## config.mk

```make
export PLATFORM = sky130hd
export DESIGN_NAME = irq_ctrl
export DESIGN_NICKNAME = d
export VERILOG_FILES = /design/src/rtl/irq_pkg.sv /design/src/rtl/irq_ext_src.sv /design/src/rtl/irq_per_src.sv /design/src/rtl/irq_prio.sv /design/src/rtl/irq_seq.sv /design/src/rtl/irq_ctrl.sv
export SDC_FILE = /design/constraint.sdc
export NUM_CORES = 1
export LEC_CHECK = 0
export ABC_CLOCK_PERIOD_IN_PS = 2070
export BUFFER_PORTS_ARGS = -buffer_cell sky130_fd_sc_hd__buf_4
export CAP_MARGIN = 5
export CORE_MARGIN = 2
export CORE_UTILIZATION = 40
export DETAILED_ROUTE_END_ITERATION = 12
export GPL_TIMING_DRIVEN = 0
export HOLD_SLACK_MARGIN = 0.15
export PLACE_DENSITY = 0.75
export SYNTH_ARGS = -nofsm -noshare
export SYNTH_HDL_FRONTEND = slang
export SYNTH_HIERARCHICAL = 1
export SYNTH_SLANG_ARGS = --single-unit
```

## constraint.sdc

```tcl
create_clock -name clk_i -period 2.07 [get_ports clk_i]
set_input_delay 0.414 -clock clk_i [delete_from_list [all_inputs] [get_ports clk_i]]
set_output_delay 0.414 -clock clk_i [all_outputs]
set_load 0.005 [all_outputs]
```

## src/rtl/irq_pkg.sv

```systemverilog
package irq_pkg;
  typedef enum logic [2:0] {
    ST_RUN     = 3'd0,
    ST_STACK   = 3'd1,
    ST_VEC     = 3'd2,
    ST_UNSTACK = 3'd3,
    ST_HALT    = 3'd4
  } seq_state_e;

  localparam logic [1:0] CTX_PC = 2'd0;
  localparam logic [1:0] CTX_CC = 2'd3;

  localparam logic [1:0] MODE_LOW  = 2'b00;
  localparam logic [1:0] MODE_RISE = 2'b01;
  localparam logic [1:0] MODE_FALL = 2'b10;
  localparam logic [1:0] MODE_BOTH = 2'b11;
endpackage

```

## src/rtl/irq_ext_src.sv

```systemverilog
module irq_ext_src
  import irq_pkg::*;
#(
  parameter int GRP_W = 2
) (
  input  logic             clk_i,
  input  logic             rst_ni,
  input  logic [GRP_W-1:0] pins_i,
  input  logic [1:0]       mode_i,
  input  logic             clr_i,
  output logic             req_o
);
  logic       src;
  logic [2:0] sync_q;
  logic       rise, fall, hit;
  logic       set_q, edge_q;

  // any low pin forces the combined source low
  assign src  = &pins_i;
  assign rise = sync_q[1] & ~sync_q[2];
  assign fall = ~sync_q[1] & sync_q[2];

  always_comb begin
    unique case (mode_i)
      MODE_RISE: hit = rise;
      MODE_FALL: hit = fall;
      MODE_BOTH: hit = rise | fall;
      default:   hit = 1'b0;
    endcase
  end

  always_ff @(posedge clk_i or negedge rst_ni) begin
    if (!rst_ni) begin
      sync_q <= 3'b111;
      set_q  <= 1'b0;
      edge_q <= 1'b0;
    end else begin
      sync_q <= {sync_q[1:0], src};
      set_q  <= hit;
      if (set_q)      edge_q <= 1'b1;
      else if (clr_i) edge_q <= 1'b0;
    end
  end

  assign req_o = (mode_i == MODE_LOW) ? ~sync_q[1] : edge_q;

  AST_EDGE_SELF_CLR: assert property (@(posedge clk_i) disable iff (!rst_ni)
    clr_i && !set_q |=> !edge_q);
endmodule

```

## src/rtl/irq_per_src.sv

```systemverilog
module irq_per_src (
  input  logic clk_i,
  input  logic rst_ni,
  input  logic set_i,
  input  logic en_i,
  input  logic wr0_i,
  input  logic rd_i,
  input  logic acc_i,
  output logic pend_o,
  output logic req_o
);
  logic pend_q, armed_q, clr_evt;

  assign clr_evt = wr0_i | (acc_i & armed_q);

  always_ff @(posedge clk_i or negedge rst_ni) begin
    if (!rst_ni) begin
      pend_q  <= 1'b0;
      armed_q <= 1'b0;
    end else begin
      // a new event wins over a clear in the same cycle
      if (set_i)        pend_q <= 1'b1;
      else if (clr_evt) pend_q <= 1'b0;
      if (clr_evt || set_i)   armed_q <= 1'b0;
      else if (rd_i && pend_q) armed_q <= 1'b1;
    end
  end

  assign pend_o = pend_q;
  assign req_o  = pend_q & en_i;

  AST_WR0_CLEARS: assert property (@(posedge clk_i) disable iff (!rst_ni)
    wr0_i && !set_i |=> !pend_q);
  AST_ACC_UNARMED: assert property (@(posedge clk_i) disable iff (!rst_ni)
    acc_i && !armed_q && !wr0_i && !set_i |=> $stable(pend_q));
endmodule

```

## src/rtl/irq_prio.sv

```systemverilog
module irq_prio #(
  parameter int N  = 5,
  parameter int VW = 3
) (
  input  logic          clk_i,
  input  logic          rst_ni,
  input  logic [N-1:0]  req_i,
  output logic          any_o,
  output logic [VW-1:0] idx_o
);
  logic [N-1:0] gnt;

  always_comb begin
    logic found;
    found = 1'b0;
    gnt   = '0;
    idx_o = '0;
    for (int i = 0; i < N; i++) begin
      if (req_i[i] && !found) begin
        found  = 1'b1;
        gnt[i] = 1'b1;
        idx_o  = VW'(i);
      end
    end
  end

  assign any_o = |req_i;

  AST_GNT_ONEHOT: assert property (@(posedge clk_i) disable iff (!rst_ni)
    $onehot0(gnt));
  AST_GNT_PRESENT: assert property (@(posedge clk_i) disable iff (!rst_ni)
    any_o |-> $countones(gnt) == 1);
endmodule

```

## src/rtl/irq_seq.sv

```systemverilog
module irq_seq
  import irq_pkg::*;
#(
  parameter int VW = 3
) (
  input  logic          clk_i,
  input  logic          rst_ni,
  input  logic          instr_end_i,
  input  logic          iret_i,
  input  logic          halt_i,
  input  logic          cc_set_i,
  input  logic          cc_clr_i,
  input  logic          req_any_i,
  input  logic [VW-1:0] req_idx_i,
  input  logic          wake_i,
  output logic          mask_o,
  output logic          push_o,
  output logic          pop_o,
  output logic [1:0]    ctx_sel_o,
  output logic          take_o,
  output logic [VW-1:0] vec_o,
  output logic          halted_o
);
  seq_state_e    state_q, state_d;
  logic [1:0]    cnt_q;
  logic          ibit_q;
  logic [VW-1:0] vec_q;

  always_comb begin
    state_d = state_q;
    unique case (state_q)
      ST_RUN: begin
        if (halt_i)                                     state_d = ST_HALT;
        else if (instr_end_i && !ibit_q && req_any_i)   state_d = ST_STACK;
        else if (iret_i)                                state_d = ST_UNSTACK;
      end
      ST_STACK:   if (cnt_q == 2'd3) state_d = ST_VEC;
      ST_VEC:     state_d = ST_RUN;
      ST_UNSTACK: if (cnt_q == 2'd3) state_d = ST_RUN;
      ST_HALT:    if (wake_i) state_d = ST_RUN;
      default:    state_d = ST_RUN;
    endcase
  end

  always_ff @(posedge clk_i or negedge rst_ni) begin
    if (!rst_ni) begin
      state_q <= ST_RUN;
      cnt_q   <= '0;
      ibit_q  <= 1'b0;
      vec_q   <= '0;
    end else begin
      state_q <= state_d;
      cnt_q   <= (state_d != state_q) ? 2'd0 : cnt_q + 2'd1;
      if (state_q == ST_RUN && state_d == ST_STACK) vec_q <= req_idx_i;
      unique case (state_q)
        ST_STACK:   if (cnt_q == 2'd3) ibit_q <= 1'b1;
        ST_UNSTACK: if (cnt_q == 2'd3) ibit_q <= 1'b0;
        ST_RUN: begin
          if (cc_set_i)      ibit_q <= 1'b1;
          else if (cc_clr_i) ibit_q <= 1'b0;
        end
        default: ;
      endcase
    end
  end

  assign mask_o    = ibit_q;
  assign push_o    = (state_q == ST_STACK);
  assign pop_o     = (state_q == ST_UNSTACK);
  assign ctx_sel_o = push_o ? cnt_q : (pop_o ? 2'd3 - cnt_q : 2'd0);
  assign take_o    = (state_q == ST_VEC);
  assign vec_o     = vec_q;
  assign halted_o  = (state_q == ST_HALT);

  AST_STACK_UNMASKED: assert property (@(posedge clk_i) disable iff (!rst_ni)
    push_o |-> !mask_o);
  AST_TAKE_AFTER_CC: assert property (@(posedge clk_i) disable iff (!rst_ni)
    take_o |-> $past(push_o) && $past(ctx_sel_o) == CTX_CC);
  AST_TAKE_MASKED: assert property (@(posedge clk_i) disable iff (!rst_ni)
    take_o |-> mask_o);
  AST_RET_UNMASK: assert property (@(posedge clk_i) disable iff (!rst_ni)
    pop_o && ctx_sel_o == CTX_PC |=> !mask_o);
  AST_NO_PUSH_POP: assert property (@(posedge clk_i) disable iff (!rst_ni)
    !(push_o && pop_o));
  AST_HALT_HOLD: assert property (@(posedge clk_i) disable iff (!rst_ni)
    halted_o && !wake_i |=> halted_o);
endmodule

```

## src/rtl/irq_ctrl.sv

```systemverilog
module irq_ctrl #(
  parameter int N_EXT = 2,
  parameter int N_PER = 3,
  parameter int GRP_W = 2,
  localparam int N_SRC = N_EXT + N_PER,
  localparam int VEC_W = (N_SRC > 1) ? $clog2(N_SRC) : 1
) (
  input  logic                   clk_i,
  input  logic                   rst_ni,
  input  logic [N_EXT*GRP_W-1:0] ext_pin_i,
  input  logic [2*N_EXT-1:0]     ext_mode_i,
  input  logic [N_PER-1:0]       per_set_i,
  input  logic [N_PER-1:0]       per_en_i,
  input  logic [N_PER-1:0]       per_wr0_i,
  input  logic [N_PER-1:0]       per_rd_i,
  input  logic [N_PER-1:0]       per_acc_i,
  output logic [N_PER-1:0]       per_pend_o,
  input  logic                   instr_end_i,
  input  logic                   iret_i,
  input  logic                   halt_i,
  input  logic                   cc_set_i,
  input  logic                   cc_clr_i,
  output logic                   mask_o,
  output logic                   push_o,
  output logic                   pop_o,
  output logic [1:0]             ctx_sel_o,
  output logic                   take_o,
  output logic [VEC_W-1:0]       vec_o,
  output logic                   halted_o
);
  logic [N_SRC-1:0] req_all;
  logic             req_any;
  logic [VEC_W-1:0] req_idx;

  for (genvar i = 0; i < N_EXT; i++) begin : g_ext
    logic clr;
    assign clr = take_o && (vec_o == VEC_W'(i));
    irq_ext_src #(.GRP_W(GRP_W)) u_ext (
      .clk_i  (clk_i),
      .rst_ni (rst_ni),
      .pins_i (ext_pin_i[i*GRP_W +: GRP_W]),
      .mode_i (ext_mode_i[2*i +: 2]),
      .clr_i  (clr),
      .req_o  (req_all[i])
    );
  end

  for (genvar j = 0; j < N_PER; j++) begin : g_per
    irq_per_src u_per (
      .clk_i  (clk_i),
      .rst_ni (rst_ni),
      .set_i  (per_set_i[j]),
      .en_i   (per_en_i[j]),
      .wr0_i  (per_wr0_i[j]),
      .rd_i   (per_rd_i[j]),
      .acc_i  (per_acc_i[j]),
      .pend_o (per_pend_o[j]),
      .req_o  (req_all[N_EXT+j])
    );
  end

  irq_prio #(.N(N_SRC), .VW(VEC_W)) u_prio (
    .clk_i  (clk_i),
    .rst_ni (rst_ni),
    .req_i  (req_all),
    .any_o  (req_any),
    .idx_o  (req_idx)
  );

  irq_seq #(.VW(VEC_W)) u_seq (
    .clk_i       (clk_i),
    .rst_ni      (rst_ni),
    .instr_end_i (instr_end_i),
    .iret_i      (iret_i),
    .halt_i      (halt_i),
    .cc_set_i    (cc_set_i),
    .cc_clr_i    (cc_clr_i),
    .req_any_i   (req_any),
    .req_idx_i   (req_idx),
    .wake_i      (|req_all[N_EXT-1:0]),
    .mask_o      (mask_o),
    .push_o      (push_o),
    .pop_o       (pop_o),
    .ctx_sel_o   (ctx_sel_o),
    .take_o      (take_o),
    .vec_o       (vec_o),
    .halted_o    (halted_o)
  );
endmodule

```

==> qor.csv <==
metric,value,unit
status,finished clean,
slew_viol_final,0,
route.vias.total,1143,
postLayoutCellArea,1820,µm²
period_needed,2.01,ns
arrival,2.22,ns
synthCells,129,
drt_wl_total,2820,µm
worst_slew_margin_rel,38.4,%
drt-vias-per-instance,5.13,
dominantRegCellSynth,dfrtp_1,
fillCellCount,264,
start_util,42.8,%
post-route-period-util,96.9,%
power_density,937,nW/µm²
layout-drive-gt1-share,44.1,%
io_buffer_count,42,
async_flop_share,100,%
num_rows,20,
post_drt_wl_per_cell,12.6,µm
fin_skew,0.00809,ns
rsz0062_at_grt,yes,
clkPwrFrac,12.4,%
setup_violations,0,
drt_iter0_drc,17,
worst_pin_slew,0.912,ns
final_nets,215,
ir_drop,0.365,mV
grt_pass1_vias,1134,
crit_fanout,4,
path_clk_slew,0.13,ns
hold_viol_final,0,
dp_hpwl,2160,µm
ys_warn_count,6,
cp-start-kind,flip-flop,
drcViolationCount,0,
grt-ovfl-total,0,
die_height,61.8,µm
cts_tree,yes,
maxCapViolCount,0,
crit_type,flip-flop to flip-flop,
leakage,0.811,nW
clockRootBuffer,clkbuf_4,
endpoint_kind,flip-flop,
ys_types,39,
grt_first_pass_wirelength,4650,µm
core-area,3130,µm²
grt_max_degree,26,
placed_cell_area,1710,µm²
hold_class,input pin to flip-flop,
seqPwrFrac,40.4,%
drt_pass1_iterations,4,
clockBufferDepth,2,
io_pins,43,
layout_commonest_cell,buf_4,
synth_seq_cells,25,
antenna_found_initial,0,
grt.total_usage,16.3,%
worst_hold_slack,0.242,ns
drtAntennaViolNets,0,
fmax,498,MHz
syn_to_final_growth,36.0,%
syn_nets,164,
ys_seq_area_share,47.3,%
syn_area,1340,µm²
internal_power,1.08,mW
synth_edf_count,0,
final_cell_mix,"buf_4 (45), dfrtp_1 (19), inv_1 (12), nor2_1 (9), nand2_1 (7)",
diodes,0,
crit_required,2.29,ns
swShare,36.6,%
htree_levels,1,
dieWidth,61.8,µm
clk_latency,0.31,ns
pwr-share-comb,47.2,%
avgSynthCellArea,10.4,µm²
cts-buffers-inserted,3,
place_congestion,0.749,
die_area,3820,µm²
p_switching,0.623,mW
cts_sinks,25,
stage by stage:
step | TNS [ns] | setup slack [ns] | power, mW | std cells | util [%]
final | 0 | 0.0639 | 1.70 | 223 | 58.2
after global routing | -0.0770 | -0.0413 | 1.82 | 223 | 58.2
after CTS | 0 | 0.0191 | 1.62 | 221 | 56.0
after detailed placement | -0.235 | -0.116 | 1.39 | 215 | 54.6
after global placement | -0.193 | -0.0992 | 1.36 | 215 | 54.6
after floorplan | 0 | 0.165 | 1.14 | 129 | -
cells in the mapped netlist, types with 2 or more instances:
library cell   n  area share (%)
a2111oi_2      2             2.2
a211oi_2       3             2.8
a21o_1         2             1.1
a21oi_1        4             1.5
a31o_2         4             2.6
and2_1         6             2.8
dfrtp_1       19              36
dfstp_2        6              12
ha_1           5             4.7
inv_1         12             3.4
mux2_2         3             2.5
nand2_1        7             2.0
nand2b_1       6             2.8
nand3b_1       4             2.2
nor2_1        11             3.1
nor2b_1        4             1.9
nor3_1         4             1.5
o21ai_1        4             1.5
o31a_1         2             1.3
xnor2_1        2             1.3
worst max-delay path, cell delays in order (launching register included):
cell,delay [ns]
dfstp_2,0.59
a21oi_4,0.07
nor2_2,0.12
nand3b_1,0.09
and3b_2,0.22
or4_4,0.46
a2111oi_4,0.35
cell families (layout without fill, tap and decap cells):
group                    after synthesis  in the layout  share of synthesized area, %
AO/OA/AOI/OAI                         26             26                          16.1
XOR/XNOR                               2              2                          1.31
adder cells (fa/ha/maj)                5              5                          4.68
buffers and inverters                 15             65                          4.30
flip-flops                            25             25                          47.3
multiplexers                           4              4                          3.27
AND/OR/NAND/NOR                       52             52                          23.0
power by group through the flow:
stage	clock network, mW	registers, mW	logic [mW]
floorplan	0	0.671	0.466
global placement	0	0.686	0.676
detailed placement	0	0.693	0.699
CTS	0.222	0.684	0.711
global route	0.233	0.704	0.886
finish	0.211	0.689	0.804
what timing repair did:
item                                   4_1_cts  5_1_grt
endpoints found under the hold margin       19        0
cloned                                       0        0
resized for setup                            1        9
setup endpoints to repair                    2        3
setup buffers                                1        2
hold buffers                                 1        0
pin swaps                                    0        2
state kept, by name, summed over array words and instances, names as in the netlist, 2 cells and up:
| signal | flops |
|---|---|
| g_ext.u_ext/edge_q | 2 |
| g_ext.u_ext/set_q | 2 |
| g_ext.u_ext/sync_q | 6 |
| g_per.u_per/armed_q | 3 |
| g_per.u_per/pend_o | 3 |
| u_seq/cnt_q | 2 |
| u_seq/state_q | 3 |
| u_seq/vec_o | 3 |
layer usage:
layer  track usage, %  vias to the layer above  share of wire, %
met4             6.08                        0              0.89
met1             19.5                      557                42
met3             2.69                        4               4.3
met2             29.2                       31                53
li1                 -                      551                 -
met5                0                        -                 0
worst paths after layout:
check	start	to	slack (ns)	depth (start not counted)
hold reg to reg	g_ext[0].u_ext/sync_q[0]	g_ext[0].u_ext/sync_q[1]	0.36	0
min in group asynchronous	rst_ni	g_per[1].u_per/armed_q	0.53	2
hold / removal	per_wr0_i[2]	g_per[2].u_per/armed_q	0.24	2
max in group asynchronous	rst_ni	g_ext[1].u_ext/sync_q[1]	1.25	2
setup reg to reg	g_ext[0].u_ext/sync_q[1]	u_seq/cnt_q[1]	0.06	6
setup / recovery	g_ext[0].u_ext/sync_q[1]	u_seq/cnt_q[1]	0.06	6
final cells by class:
type / instances / area, µm² / share of cell area [%]
Buffer: 3 / 13.8 / 0.757
Sequential cell: 25 / 633 / 34.8
Timing Repair Buffer: 46 / 348 / 19.1
Clock buffer: 4 / 26.3 / 1.44
Tap cell: 44 / 55.1 / 3.03
Inverter: 12 / 45.0 / 2.48
Multi-Input combinational cell: 89 / 698 / 38.4
Power figures use the tool's default switching activity.
